--- src/rtl/rsb_pkg.sv ---
// Shared types and widths for the ring serial bus member.
package rsb_pkg;
    localparam int SHORT_W = 4;
    localparam int FUNC_W  = 4;
    localparam int ID_W    = 24;
    localparam int BYTE_W  = 8;
    localparam int SHORT_ADDR_BITS = SHORT_W + FUNC_W;
    localparam int FULL_ADDR_BITS  = SHORT_W + ID_W + FUNC_W;
    localparam logic [SHORT_W-1:0] FULL_MARK = '1;
    localparam logic [SHORT_W-1:0] BCAST_PFX = '0;

    typedef enum logic [2:0] {
        ST_IDLE,
        ST_ARB,
        ST_ADDR,
        ST_DATA,
        ST_CTRL
    } rsb_state_e;
endpackage

--- src/rtl/rsb_line_watch.sv ---
// Line watcher: finds bus-clock edges by oversampling and counts data edges
// seen while the bus clock stays high (interjection).
// Assumes clk_in/data_in are synchronous to clk; idle bus level is 1.
module rsb_line_watch #(
    parameter int EDGES = 3
) (
    input  logic clk,
    input  logic rst_n,
    input  logic clk_in,
    input  logic data_in,
    input  logic count_en,
    output logic rise,
    output logic fall,
    output logic intj
);
    localparam int CW = $clog2(EDGES + 1);

    logic          clk_q;
    logic          dat_q;
    logic [CW-1:0] cnt;
    logic          dedge;

    // Previous-sample registers for edge detection.
    always_ff @(posedge clk) begin
        if (!rst_n) begin
            clk_q <= 1'b1;
            dat_q <= 1'b1;
        end else begin
            clk_q <= clk_in;
            dat_q <= data_in;
        end
    end

    assign rise  = clk_in & ~clk_q;
    assign fall  = ~clk_in & clk_q;
    assign dedge = clk_in & clk_q & (data_in ^ dat_q);
    assign intj  = count_en & dedge & (cnt == CW'(EDGES - 1));

    // Count data edges during one high phase of the bus clock.
    always_ff @(posedge clk) begin
        if (!rst_n || !count_en || !clk_in) begin
            cnt <= '0;
        end else if (dedge && cnt != CW'(EDGES)) begin
            cnt <= cnt + 1'b1;
        end
    end
endmodule

--- src/rtl/rsb_addr_decode.sv ---
// Address decoder: shifts address bits, decides short or full form and
// reports acceptance when the last address bit arrives.
// Assumes clear is held while not in the address phase.
module rsb_addr_decode
    import rsb_pkg::*;
#(
    parameter logic [ID_W-1:0] DEV_ID = '0
) (
    input  logic               clk,
    input  logic               rst_n,
    input  logic               clear,
    input  logic               shift,
    input  logic               bit_in,
    input  logic [SHORT_W-1:0] short_pfx,
    output logic               done,
    output logic               hit,
    output logic               bcast,
    output logic [FUNC_W-1:0]  func
);
    localparam int CNT_W = $clog2(FULL_ADDR_BITS);

    logic [FULL_ADDR_BITS-1:0] sr;
    logic [FULL_ADDR_BITS-1:0] nxt;
    logic [CNT_W-1:0]          cnt;
    logic [SHORT_W-1:0]        pfx;
    logic                      short_end;
    logic                      full_end;

    assign nxt = {sr[FULL_ADDR_BITS-2:0], bit_in};
    assign pfx = nxt[SHORT_ADDR_BITS-1 -: SHORT_W];

    // Decide end of address and acceptance from the incoming bit.
    always_comb begin
        short_end = shift && (cnt == CNT_W'(SHORT_ADDR_BITS - 1)) && (pfx != FULL_MARK);
        full_end  = shift && (cnt == CNT_W'(FULL_ADDR_BITS - 1));
        done      = short_end || full_end;
        func      = nxt[FUNC_W-1:0];
        bcast     = short_end && (pfx == BCAST_PFX);
        if (short_end) begin
            hit = (pfx == short_pfx) || (pfx == BCAST_PFX);
        end else begin
            hit = full_end && (nxt[FULL_ADDR_BITS-SHORT_W-1 -: ID_W] == DEV_ID);
        end
    end

    // Address shift register and bit counter.
    always_ff @(posedge clk) begin
        if (!rst_n || clear) begin
            sr  <= '0;
            cnt <= '0;
        end else if (shift) begin
            sr  <= nxt;
            cnt <= cnt + 1'b1;
        end
    end
endmodule

--- src/rtl/rsb_rx_bytes.sv ---
// Payload assembler: collects bits MSB first into bytes.
// Assumes clear is held outside the payload phase.
module rsb_rx_bytes
    import rsb_pkg::*;
(
    input  logic              clk,
    input  logic              rst_n,
    input  logic              clear,
    input  logic              shift,
    input  logic              bit_in,
    output logic              done,
    output logic [BYTE_W-1:0] octet,
    output logic              partial
);
    localparam int BW = $clog2(BYTE_W);

    logic [BYTE_W-1:0] sr;
    logic [BW-1:0]     idx;

    assign octet   = {sr[BYTE_W-2:0], bit_in};
    assign done    = shift && (idx == BW'(BYTE_W - 1));
    assign partial = (idx != '0);

    // Shift register and bit index within the current byte.
    always_ff @(posedge clk) begin
        if (!rst_n || clear) begin
            sr  <= '0;
            idx <= '0;
        end else if (shift) begin
            sr  <= octet;
            idx <= idx + 1'b1;
        end
    end
endmodule

--- src/rtl/rsb_tx_serial.sv ---
// Transmit serialiser: after load, emits the address byte and then
// payload bytes MSB first, one bit per step; idles at 1 when exhausted.
// Assumes next_byte/next_last are valid whenever a byte boundary is reached.
module rsb_tx_serial
    import rsb_pkg::*;
(
    input  logic              clk,
    input  logic              rst_n,
    input  logic              load,
    input  logic [BYTE_W-1:0] first,
    input  logic              step,
    input  logic [BYTE_W-1:0] next_byte,
    input  logic              next_last,
    output logic              bit_o,
    output logic              take_o
);
    localparam int BW = $clog2(BYTE_W);

    logic [BYTE_W-1:0] sr;
    logic [BW-1:0]     idx;
    logic              more;
    logic              live;

    // Bit output, byte reload and end-of-message tracking.
    always_ff @(posedge clk) begin
        if (!rst_n) begin
            sr     <= '0;
            idx    <= '0;
            more   <= 1'b0;
            live   <= 1'b0;
            bit_o  <= 1'b1;
            take_o <= 1'b0;
        end else begin
            take_o <= 1'b0;
            if (load) begin
                sr    <= first;
                idx   <= '0;
                more  <= 1'b1;
                live  <= 1'b1;
                bit_o <= 1'b1;
            end else if (step) begin
                bit_o <= live ? sr[BYTE_W-1] : 1'b1;
                sr    <= {sr[BYTE_W-2:0], 1'b0};
                idx   <= idx + 1'b1;
                if (idx == BW'(BYTE_W - 1)) begin
                    if (live && more) begin
                        sr     <= next_byte;
                        more   <= !next_last;
                        take_o <= 1'b1;
                    end else begin
                        live <= 1'b0;
                    end
                end
            end
        end
    end
endmodule

--- src/rtl/rsb_member.sv ---
// Ring bus member: forwards clock and data, arbitrates for its own
// messages, decodes addresses, receives payload and takes part in the
// interjection and two-bit control phase.
// Assumes bus lines are synchronous to clk and each bus half period
// spans at least two clk cycles.
module rsb_member
    import rsb_pkg::*;
#(
    parameter logic [SHORT_W-1:0] CLASS_PREFIX = 4'h5,
    parameter logic [ID_W-1:0]    DEVICE_ID    = 24'hA1B2C3,
    parameter int                 INTJ_EDGES   = 3
) (
    input  logic              clk,
    input  logic              rst_n,
    input  logic              clk_in,
    input  logic              data_in,
    output logic              clk_out,
    output logic              data_out,
    input  logic              set_prefix_valid,
    input  logic [SHORT_W-1:0] set_prefix,
    input  logic              tx_req,
    input  logic [BYTE_W-1:0] tx_addr,
    input  logic [BYTE_W-1:0] tx_data,
    input  logic              tx_last,
    output logic              tx_take,
    output logic              tx_done,
    output logic              tx_ack,
    output logic              rx_valid,
    output logic [BYTE_W-1:0] rx_byte,
    output logic [FUNC_W-1:0] rx_func,
    output logic              rx_bcast,
    output logic              rx_end
);
    rsb_state_e         state;
    logic [SHORT_W-1:0] short_pfx;
    logic [BYTE_W-1:0]  addr_q;
    logic               pend, won, hit, ack_val, cidx, err_bit;
    logic               rise, fall, intj, in_msg;
    logic               a_done, a_hit, a_bcast;
    logic [FUNC_W-1:0]  a_func;
    logic               b_done, b_partial;
    logic [BYTE_W-1:0]  b_octet;
    logic               tx_bit;

    assign in_msg  = (state == ST_ADDR) || (state == ST_DATA);
    assign clk_out = clk_in;

    rsb_line_watch #(.EDGES(INTJ_EDGES)) u_watch (
        .clk(clk), .rst_n(rst_n), .clk_in(clk_in), .data_in(data_in),
        .count_en(in_msg), .rise(rise), .fall(fall), .intj(intj)
    );

    rsb_addr_decode #(.DEV_ID(DEVICE_ID)) u_addr (
        .clk(clk), .rst_n(rst_n), .clear(state != ST_ADDR),
        .shift(rise && state == ST_ADDR), .bit_in(data_in),
        .short_pfx(short_pfx), .done(a_done), .hit(a_hit),
        .bcast(a_bcast), .func(a_func)
    );

    rsb_rx_bytes u_rx (
        .clk(clk), .rst_n(rst_n), .clear(state != ST_DATA),
        .shift(rise && state == ST_DATA && hit), .bit_in(data_in),
        .done(b_done), .octet(b_octet), .partial(b_partial)
    );

    rsb_tx_serial u_tx (
        .clk(clk), .rst_n(rst_n),
        .load(rise && state == ST_ARB && pend && data_in), .first(addr_q),
        .step(fall && won && in_msg), .next_byte(tx_data),
        .next_last(tx_last), .bit_o(tx_bit), .take_o(tx_take)
    );

    // Transaction sequencing, prefix register and local strobes.
    always_ff @(posedge clk) begin
        if (!rst_n) begin
            state     <= ST_IDLE;
            short_pfx <= CLASS_PREFIX;
            addr_q    <= '0;
            pend      <= 1'b0;
            won       <= 1'b0;
            hit       <= 1'b0;
            rx_bcast  <= 1'b0;
            rx_func   <= '0;
            ack_val   <= 1'b0;
            cidx      <= 1'b0;
            err_bit   <= 1'b0;
            rx_valid  <= 1'b0;
            rx_byte   <= '0;
            rx_end    <= 1'b0;
            tx_done   <= 1'b0;
            tx_ack    <= 1'b0;
        end else begin
            rx_end   <= 1'b0;
            tx_done  <= 1'b0;
            rx_valid <= b_done;
            if (b_done) begin
                rx_byte <= b_octet;
            end
            if (set_prefix_valid && set_prefix != BCAST_PFX && set_prefix != FULL_MARK) begin
                short_pfx <= set_prefix;
            end
            case (state)
                ST_IDLE: begin
                    if (tx_req && !pend) begin
                        pend   <= 1'b1;
                        addr_q <= tx_addr;
                    end
                    if (fall) begin
                        state    <= ST_ARB;
                        won      <= 1'b0;
                        hit      <= 1'b0;
                        rx_bcast <= 1'b0;
                    end
                end
                ST_ARB: begin
                    if (rise) begin
                        state <= ST_ADDR;
                        won   <= pend && data_in;
                    end
                end
                ST_ADDR: begin
                    if (intj) begin
                        state   <= ST_CTRL;
                        ack_val <= 1'b0;
                        cidx    <= 1'b0;
                    end else if (a_done) begin
                        state    <= ST_DATA;
                        hit      <= a_hit && !won;
                        rx_bcast <= a_bcast && !won;
                        if (a_hit && !won) begin
                            rx_func <= a_func;
                        end
                    end
                end
                ST_DATA: begin
                    if (intj) begin
                        state   <= ST_CTRL;
                        ack_val <= !b_partial;
                        cidx    <= 1'b0;
                    end
                end
                ST_CTRL: begin
                    if (rise) begin
                        if (!cidx) begin
                            cidx    <= 1'b1;
                            err_bit <= data_in;
                        end else begin
                            state  <= ST_IDLE;
                            rx_end <= hit;
                            if (won) begin
                                tx_done <= 1'b1;
                                tx_ack  <= !err_bit && data_in;
                                pend    <= 1'b0;
                            end
                        end
                    end
                end
                default: state <= ST_IDLE;
            endcase
        end
    end

    // Output data selection: request pull-down, own bits, acknowledge, or forward.
    always_comb begin
        data_out = data_in;
        case (state)
            ST_IDLE, ST_ARB: if (pend) data_out = 1'b0;
            ST_ADDR, ST_DATA: if (won) data_out = tx_bit;
            ST_CTRL: if (hit && !rx_bcast && cidx) data_out = ack_val;
            default: data_out = data_in;
        endcase
    end
endmodule

--- config.mk ---
export PLATFORM = sky130hd
export DESIGN_NAME = rsb_member
export DESIGN_NICKNAME = d
export VERILOG_FILES = /design/src/rtl/rsb_pkg.sv /design/src/rtl/rsb_line_watch.sv /design/src/rtl/rsb_addr_decode.sv /design/src/rtl/rsb_rx_bytes.sv /design/src/rtl/rsb_tx_serial.sv /design/src/rtl/rsb_member.sv
export SDC_FILE = /design/constraint.sdc
export NUM_CORES = 1
export LEC_CHECK = 0
export ABC_AREA = 1
export BUFFER_PORTS_ARGS = -buffer_cell sky130_fd_sc_hd__clkbuf_2
export CAP_MARGIN = 10
export CORE_MARGIN = 2
export CORE_UTILIZATION = 35
export DETAILED_ROUTE_END_ITERATION = 7
export PLACE_DENSITY = 0.63
export SLEW_MARGIN = 20
export SYNTH_ARGS = -nofsm -noshare
export SYNTH_HDL_FRONTEND = slang
export SYNTH_SLANG_ARGS = --single-unit
--- constraint.sdc ---
create_clock -name clk -period 1.8 [get_ports clk]
set_input_delay 0.36 -clock clk [delete_from_list [all_inputs] [get_ports clk]]
set_output_delay 0.36 -clock clk [all_outputs]
set_load 0.02 [all_outputs]
* Word-level counts from Yosys, hierarchy flattened
Index checks and enable logic that the tools add are counted.
** Storage, ports and cells
- Flip-flop bits (word level) :: 99
** Operators by class
- Eq/ne operators :: 29
- $add $sub $neg :: 4
- Bitwise logic cells :: 14
- Mux-type cells :: 47
- Reductions and logical operators :: 70
** Operators with widths (count)
- $mux 8 :: 4
- $mux 1 :: 28
- $logic_and 1x1->1 :: 25
- $eq 24x24->1 const B :: 1
- $ne 2x2->1 const B :: 11
- $mux 3 :: 7
- $reduce_and 3->1 :: 6
- $reduce_and 4->1 :: 4
- $reduce_bool 2->1 :: 8
- $pmux 3 s5 :: 1
- $pmux 1 s2 :: 6
- $eq 3x3->1 const B :: 3
- $logic_not 1->1 :: 9
- $ne 4x4->1 const B :: 2
- $logic_or 1x1->1 :: 7
- $not 1->1 :: 7
- $add 3x1->3 const B :: 2
- $and 1x1->1 :: 6
- $eq 3x2->1 const B :: 2
- $ne 3x2->1 const B :: 2
- $reduce_and 6->1 :: 1
- $reduce_or 2->1 :: 3
- $add 5x1->5 const B :: 1
- $eq 5x3->1 const B :: 1
- 16 further kinds :: 17

* Depth between registers and ports, before layout
- Depth in word-level cells :: 10
- Gate-level depth with buffers :: 12

* Modules after synthesis
A second synthesis with hierarchy kept.
** Second synthesis, totals
- Cells, all modules :: 646
- Area total of the unflattened synthesis :: 4589.4 um^2
** By module, submodules not included
- rsb_member :: cells each 241, area an instance 1692.9 um^2, instances 1
- rsb_addr_decode :: cells each 203, area an instance 1426.4 um^2, instances 1
- rsb_tx_serial :: cells each 112, area an instance 823.3 um^2, instances 1
- rsb_rx_bytes :: cells each 55, area an instance 417.9 um^2, instances 1
- rsb_line_watch :: cells each 35, area an instance 229.0 um^2, instances 1

* Worst setup path after synthesis
OpenSTA, ideal clock, no wires.
- Kind :: register -> register
- Start point :: register u_tx.idx[0]
- End point :: register u_tx.sr[6]
- Setup slack :: 283 ps
- Buffers on the path :: 1
- Setup time :: 86 ps
- Arrival time :: 1431 ps
- Cell stages (with the launch flop) :: 9
- Cells stage by stage :: dfxtp_1 -> ha_1 -> ha_1 -> nand3_1 -> inv_1 -> buf_2 -> o21ai_0 -> nor2_1 -> a211oi_1
** On the way
- Longest elaborated chain between the ends :: 4
** RTL lines
- start: declaration :: RTL line rsb_tx_serial.sv:20 : logic [BW-1:0] idx;
- start signal: assignment :: RTL line rsb_tx_serial.sv:44 : idx <= idx + 1'b1;
- $eq 3x3->1 :: RTL line rsb_tx_serial.sv:45 : if (idx == BW'(BYTE_W - 1)) begin
- $mux 8 :: RTL line rsb_tx_serial.sv:45
- $mux 8 :: RTL line rsb_tx_serial.sv:41 : end else if (step) begin
- $mux 8 :: RTL line rsb_tx_serial.sv:35 : if (load) begin
- end signal: assignment :: RTL line rsb_tx_serial.sv:36 : sr <= first;
- end signal: assignment :: RTL line rsb_tx_serial.sv:43 : sr <= {sr[BYTE_W-2:0], 1'b0};
- end signal: assignment :: RTL line rsb_tx_serial.sv:47 : sr <= next_byte;
- end: declaration :: RTL line rsb_tx_serial.sv:19 : logic [BYTE_W-1:0] sr;
No other way between the ends. The select of a mux whose other input is x is not followed.
A chain may end at the register's enable or synchronous reset.

* Final worst setup path
- Start point :: register cidx
- End point :: output port data_out
** On the way
- Longest elaborated chain between the ends :: 3
** RTL lines
- start: declaration :: RTL line rsb_member.sv:37 : logic pend, won, hit, ack_val, cidx, err_bit;
- start signal: assignment :: RTL line rsb_member.sv:85 : cidx <= 1'b0;
- start signal: assignment :: RTL line rsb_member.sv:125 : cidx <= 1'b0;
- start signal: assignment :: RTL line rsb_member.sv:139 : cidx <= 1'b0;
- $logic_and 1x1->1 :: RTL line rsb_member.sv:169 : ST_CTRL: if (hit && !rx_bcast && cidx) data_out = ack_val;
- $mux 1 :: RTL line rsb_member.sv:169
- $pmux 1 s3 :: RTL line rsb_member.sv:166 : case (state)
- end: declaration :: RTL line rsb_member.sv:18 : output logic data_out,
No other way between the ends.

==> flow_summary.toml <==
[run_status]
status = "finished, final reports clean"

[global_routing]
grt_antenna_before_repair = 0
grt_use_total = 0.150
grt_overflow_total = 0
grt_pass1_wl_mm = 17.3
grt_max_degree = 40
grt_pass1_vias = 3823

[worst_setup_path]
path_cells = "inv_4 > nor3_4 > nand2_1 > o21ai_1 > nand2_1 > nand4_1 > clkbuf_8"
end_kind = "primary output"
crit_type = "reg2out"
crit_path_frequent_cell = "nand2_1"
r2r_slack_ns = 0.15
crit_slowest_cell = "dfxtp_4"
cp_max_fo = 4
cp.arrival_ns = 1.44
slowest_delay_ns = 0.37
cp.required_ns = 1.44
startpoint_type = "register"

[clock_network]
path_clk_slew_ns = 0.07
clk_path_buf_depth = 2
cts_num_sinks = 99
cts_hold_buffers = 0
cts_buffers = 9
htreeDepth = 3
cts-root-buf = "clkbuf_16"
cts_tree = "built"
insertion_delay_ns = 0.35

[placement]
portBuffers = 46
place_ws_ns = 0.120
place_congestion = 0.837
dp_hpwl_mm = 7.17

[job]
max_cap_viol_count = 0

[routing]
drtPass1Iterations = 4
wl_met3_um = 413
routed-wl-met2_mm = 4.80
top_layer_used = "met4"
drc = 0
drt_wl_total_mm = 10.0
drt_iter0_drc = 236
antenna_left = 0
routedWlPerCell_um = 11.6
drt-met1-wl_mm = 4.66
vias_per_cell = 4.62
vias = 3981

[yosys]
yosysUniqueCellTypes = 34
synth_seq_cells = 99
async_reset_ff_frac = 0
syn-num-nets = 666
netlist_instances = 630
synth_edf_count = 0
synth-seq-area-share = 0.441
netlist_area_um2 = 4500
synth_ff_type = "dfxtp_1"
ys_warn_count = 0
avgSynthCellArea_um2 = 7.14

[pwr]
power_w = 0.00563
p_leak_nw = 2.61
p_per_area_nw_per_um2 = 1050
peakVddDrop_v = 0.000790

[final_layout]
area_delta_synth_final_pct = 19.2
seqCellArea_um2 = 1990
nNetsFinal = 723
final_common_cell = "nand2_1"
num_antenna_cells = 0
drive_above_1_share = 0.190
fill_cells = 1313
final_cell_mix = "111 x nand2_1, 95 x dfxtp_1, 93 x nor2_1"
multi_input_area_um2 = 2090

[floorplan]
die_w_um = 117
dieArea_um2 = 13800
ios = 47
start_util = 0.358
core-area_um2 = 12600
core.rowCount = 41
die_h_um = 117

[sta]
period_minus_slack_ns = 1.80
maxSlewHeadroom = 0.681
rsz0062_at_grt = "true"
fmax_mhz = 557
fin_skew_ns = 0.00713
tns_ns = 0
finalCritPeriodShare = 0.998
worst_slack_ns = 0.00443
worstMarginPinSlew_ns = 0.477
hold_ws_ns = 0.238
setup_viol = 0
hold_viol_final = 0
slew_violations = 0

[hold_path]
hp-class = "in2reg"
==> per-layer routing <==
layer / vias to the layer above / global-route usage
li1: 2108 / -
met1: 1794 / 0.187
met2: 69 / 0.250
met3: 10 / 0.0413
met4: 0 / 0.0497
met5: - / 0
==> through the flow <==
| stage | utilization | cells | instance area [µm²] |
|---|---|---|---|
| global route | 0.426 | 862 | 5360 |
| CTS | 0.424 | 861 | 5320 |
| floorplan | - | 630 | 4500 |
| detailed placement | 0.392 | 841 | 4920 |
| global placement | 0.392 | 841 | 4920 |
| finish | 0.426 | 862 | 5360 |
==> state kept, by name (all words and copies together) (netlist names), 2 cells and up <==
signal and cells:
addr_q 8, short_pfx 4, u_addr.sr 27, u_rx.idx 3
rx_func 4, rx_byte 8, u_tx.idx 3, u_addr.cnt 5
u_watch.cnt 2, state 3, u_rx.sr 7, u_tx.sr 8
==> where the power goes <==
part           internal, W  switching (W)
sequential         0.00232       0.000111
clock              0.00120       0.000797
combinational     0.000427       0.000770
total              0.00395        0.00168
==> critical path, delay by kind of cell, from the launching register on <==
family | cells | cell delay [ns]
flip-flops | 1 | 0.37
AND/OR/NAND/NOR | 4 | 0.43
AO/OA/AOI/OAI | 1 | 0.07
buffers and inverters | 2 | 0.22
==> cell type report <==
class	count	area share
inverter	99	0.0712
clock buffer	9	0.0420
sequential	99	0.372
clock inverter	5	0.0149
tap	172	0.0401
multi-input combinational	414	0.390
timing repair buffer	64	0.0698
==> timing repair <==
item                       4_1_cts  5_1_grt
resized for setup               18       11
buffers inserted                 6        1
setup endpoints to repair        1       11
pin swaps                        5        4
==> Yosys cell counts (6+ instances only) <==
cell type	count	area [µm²]
nand2_1	113	424
ha_1	9	113
nand2_2	10	62.6
nor2_1	95	357
nand3_1	19	95.1
inv_1	87	327
o21ai_0	70	350
dfxtp_1	99	1980
inv_2	11	41.3
nor3_1	6	30.0
a21oi_1	55	275
clkbuf_1	7	26.3
==> worst paths after layout <==
kind	start	end	cells past startpoint
setup reg to reg	state[0]	rx_func[1]	9
setup / recovery	cidx	data_out	7
hold / removal	tx_addr[6]	addr_q[6]	3
hold reg to reg	tx_ack	tx_ack	2
==> logic make-up (layout without fill, tap and decap cells) <==
group / after synthesis / in the layout / synth area share
flops: 99 / 99 / 0.441
buf+inv: 117 / 177 / 0.107
fa+ha+maj: 9 / 9 / 0.0250
simple gates: 262 / 262 / 0.260
xor+xnor: 2 / 2 / 0.00390
compound gates: 141 / 141 / 0.163
(Power assumes the default switching activity.)
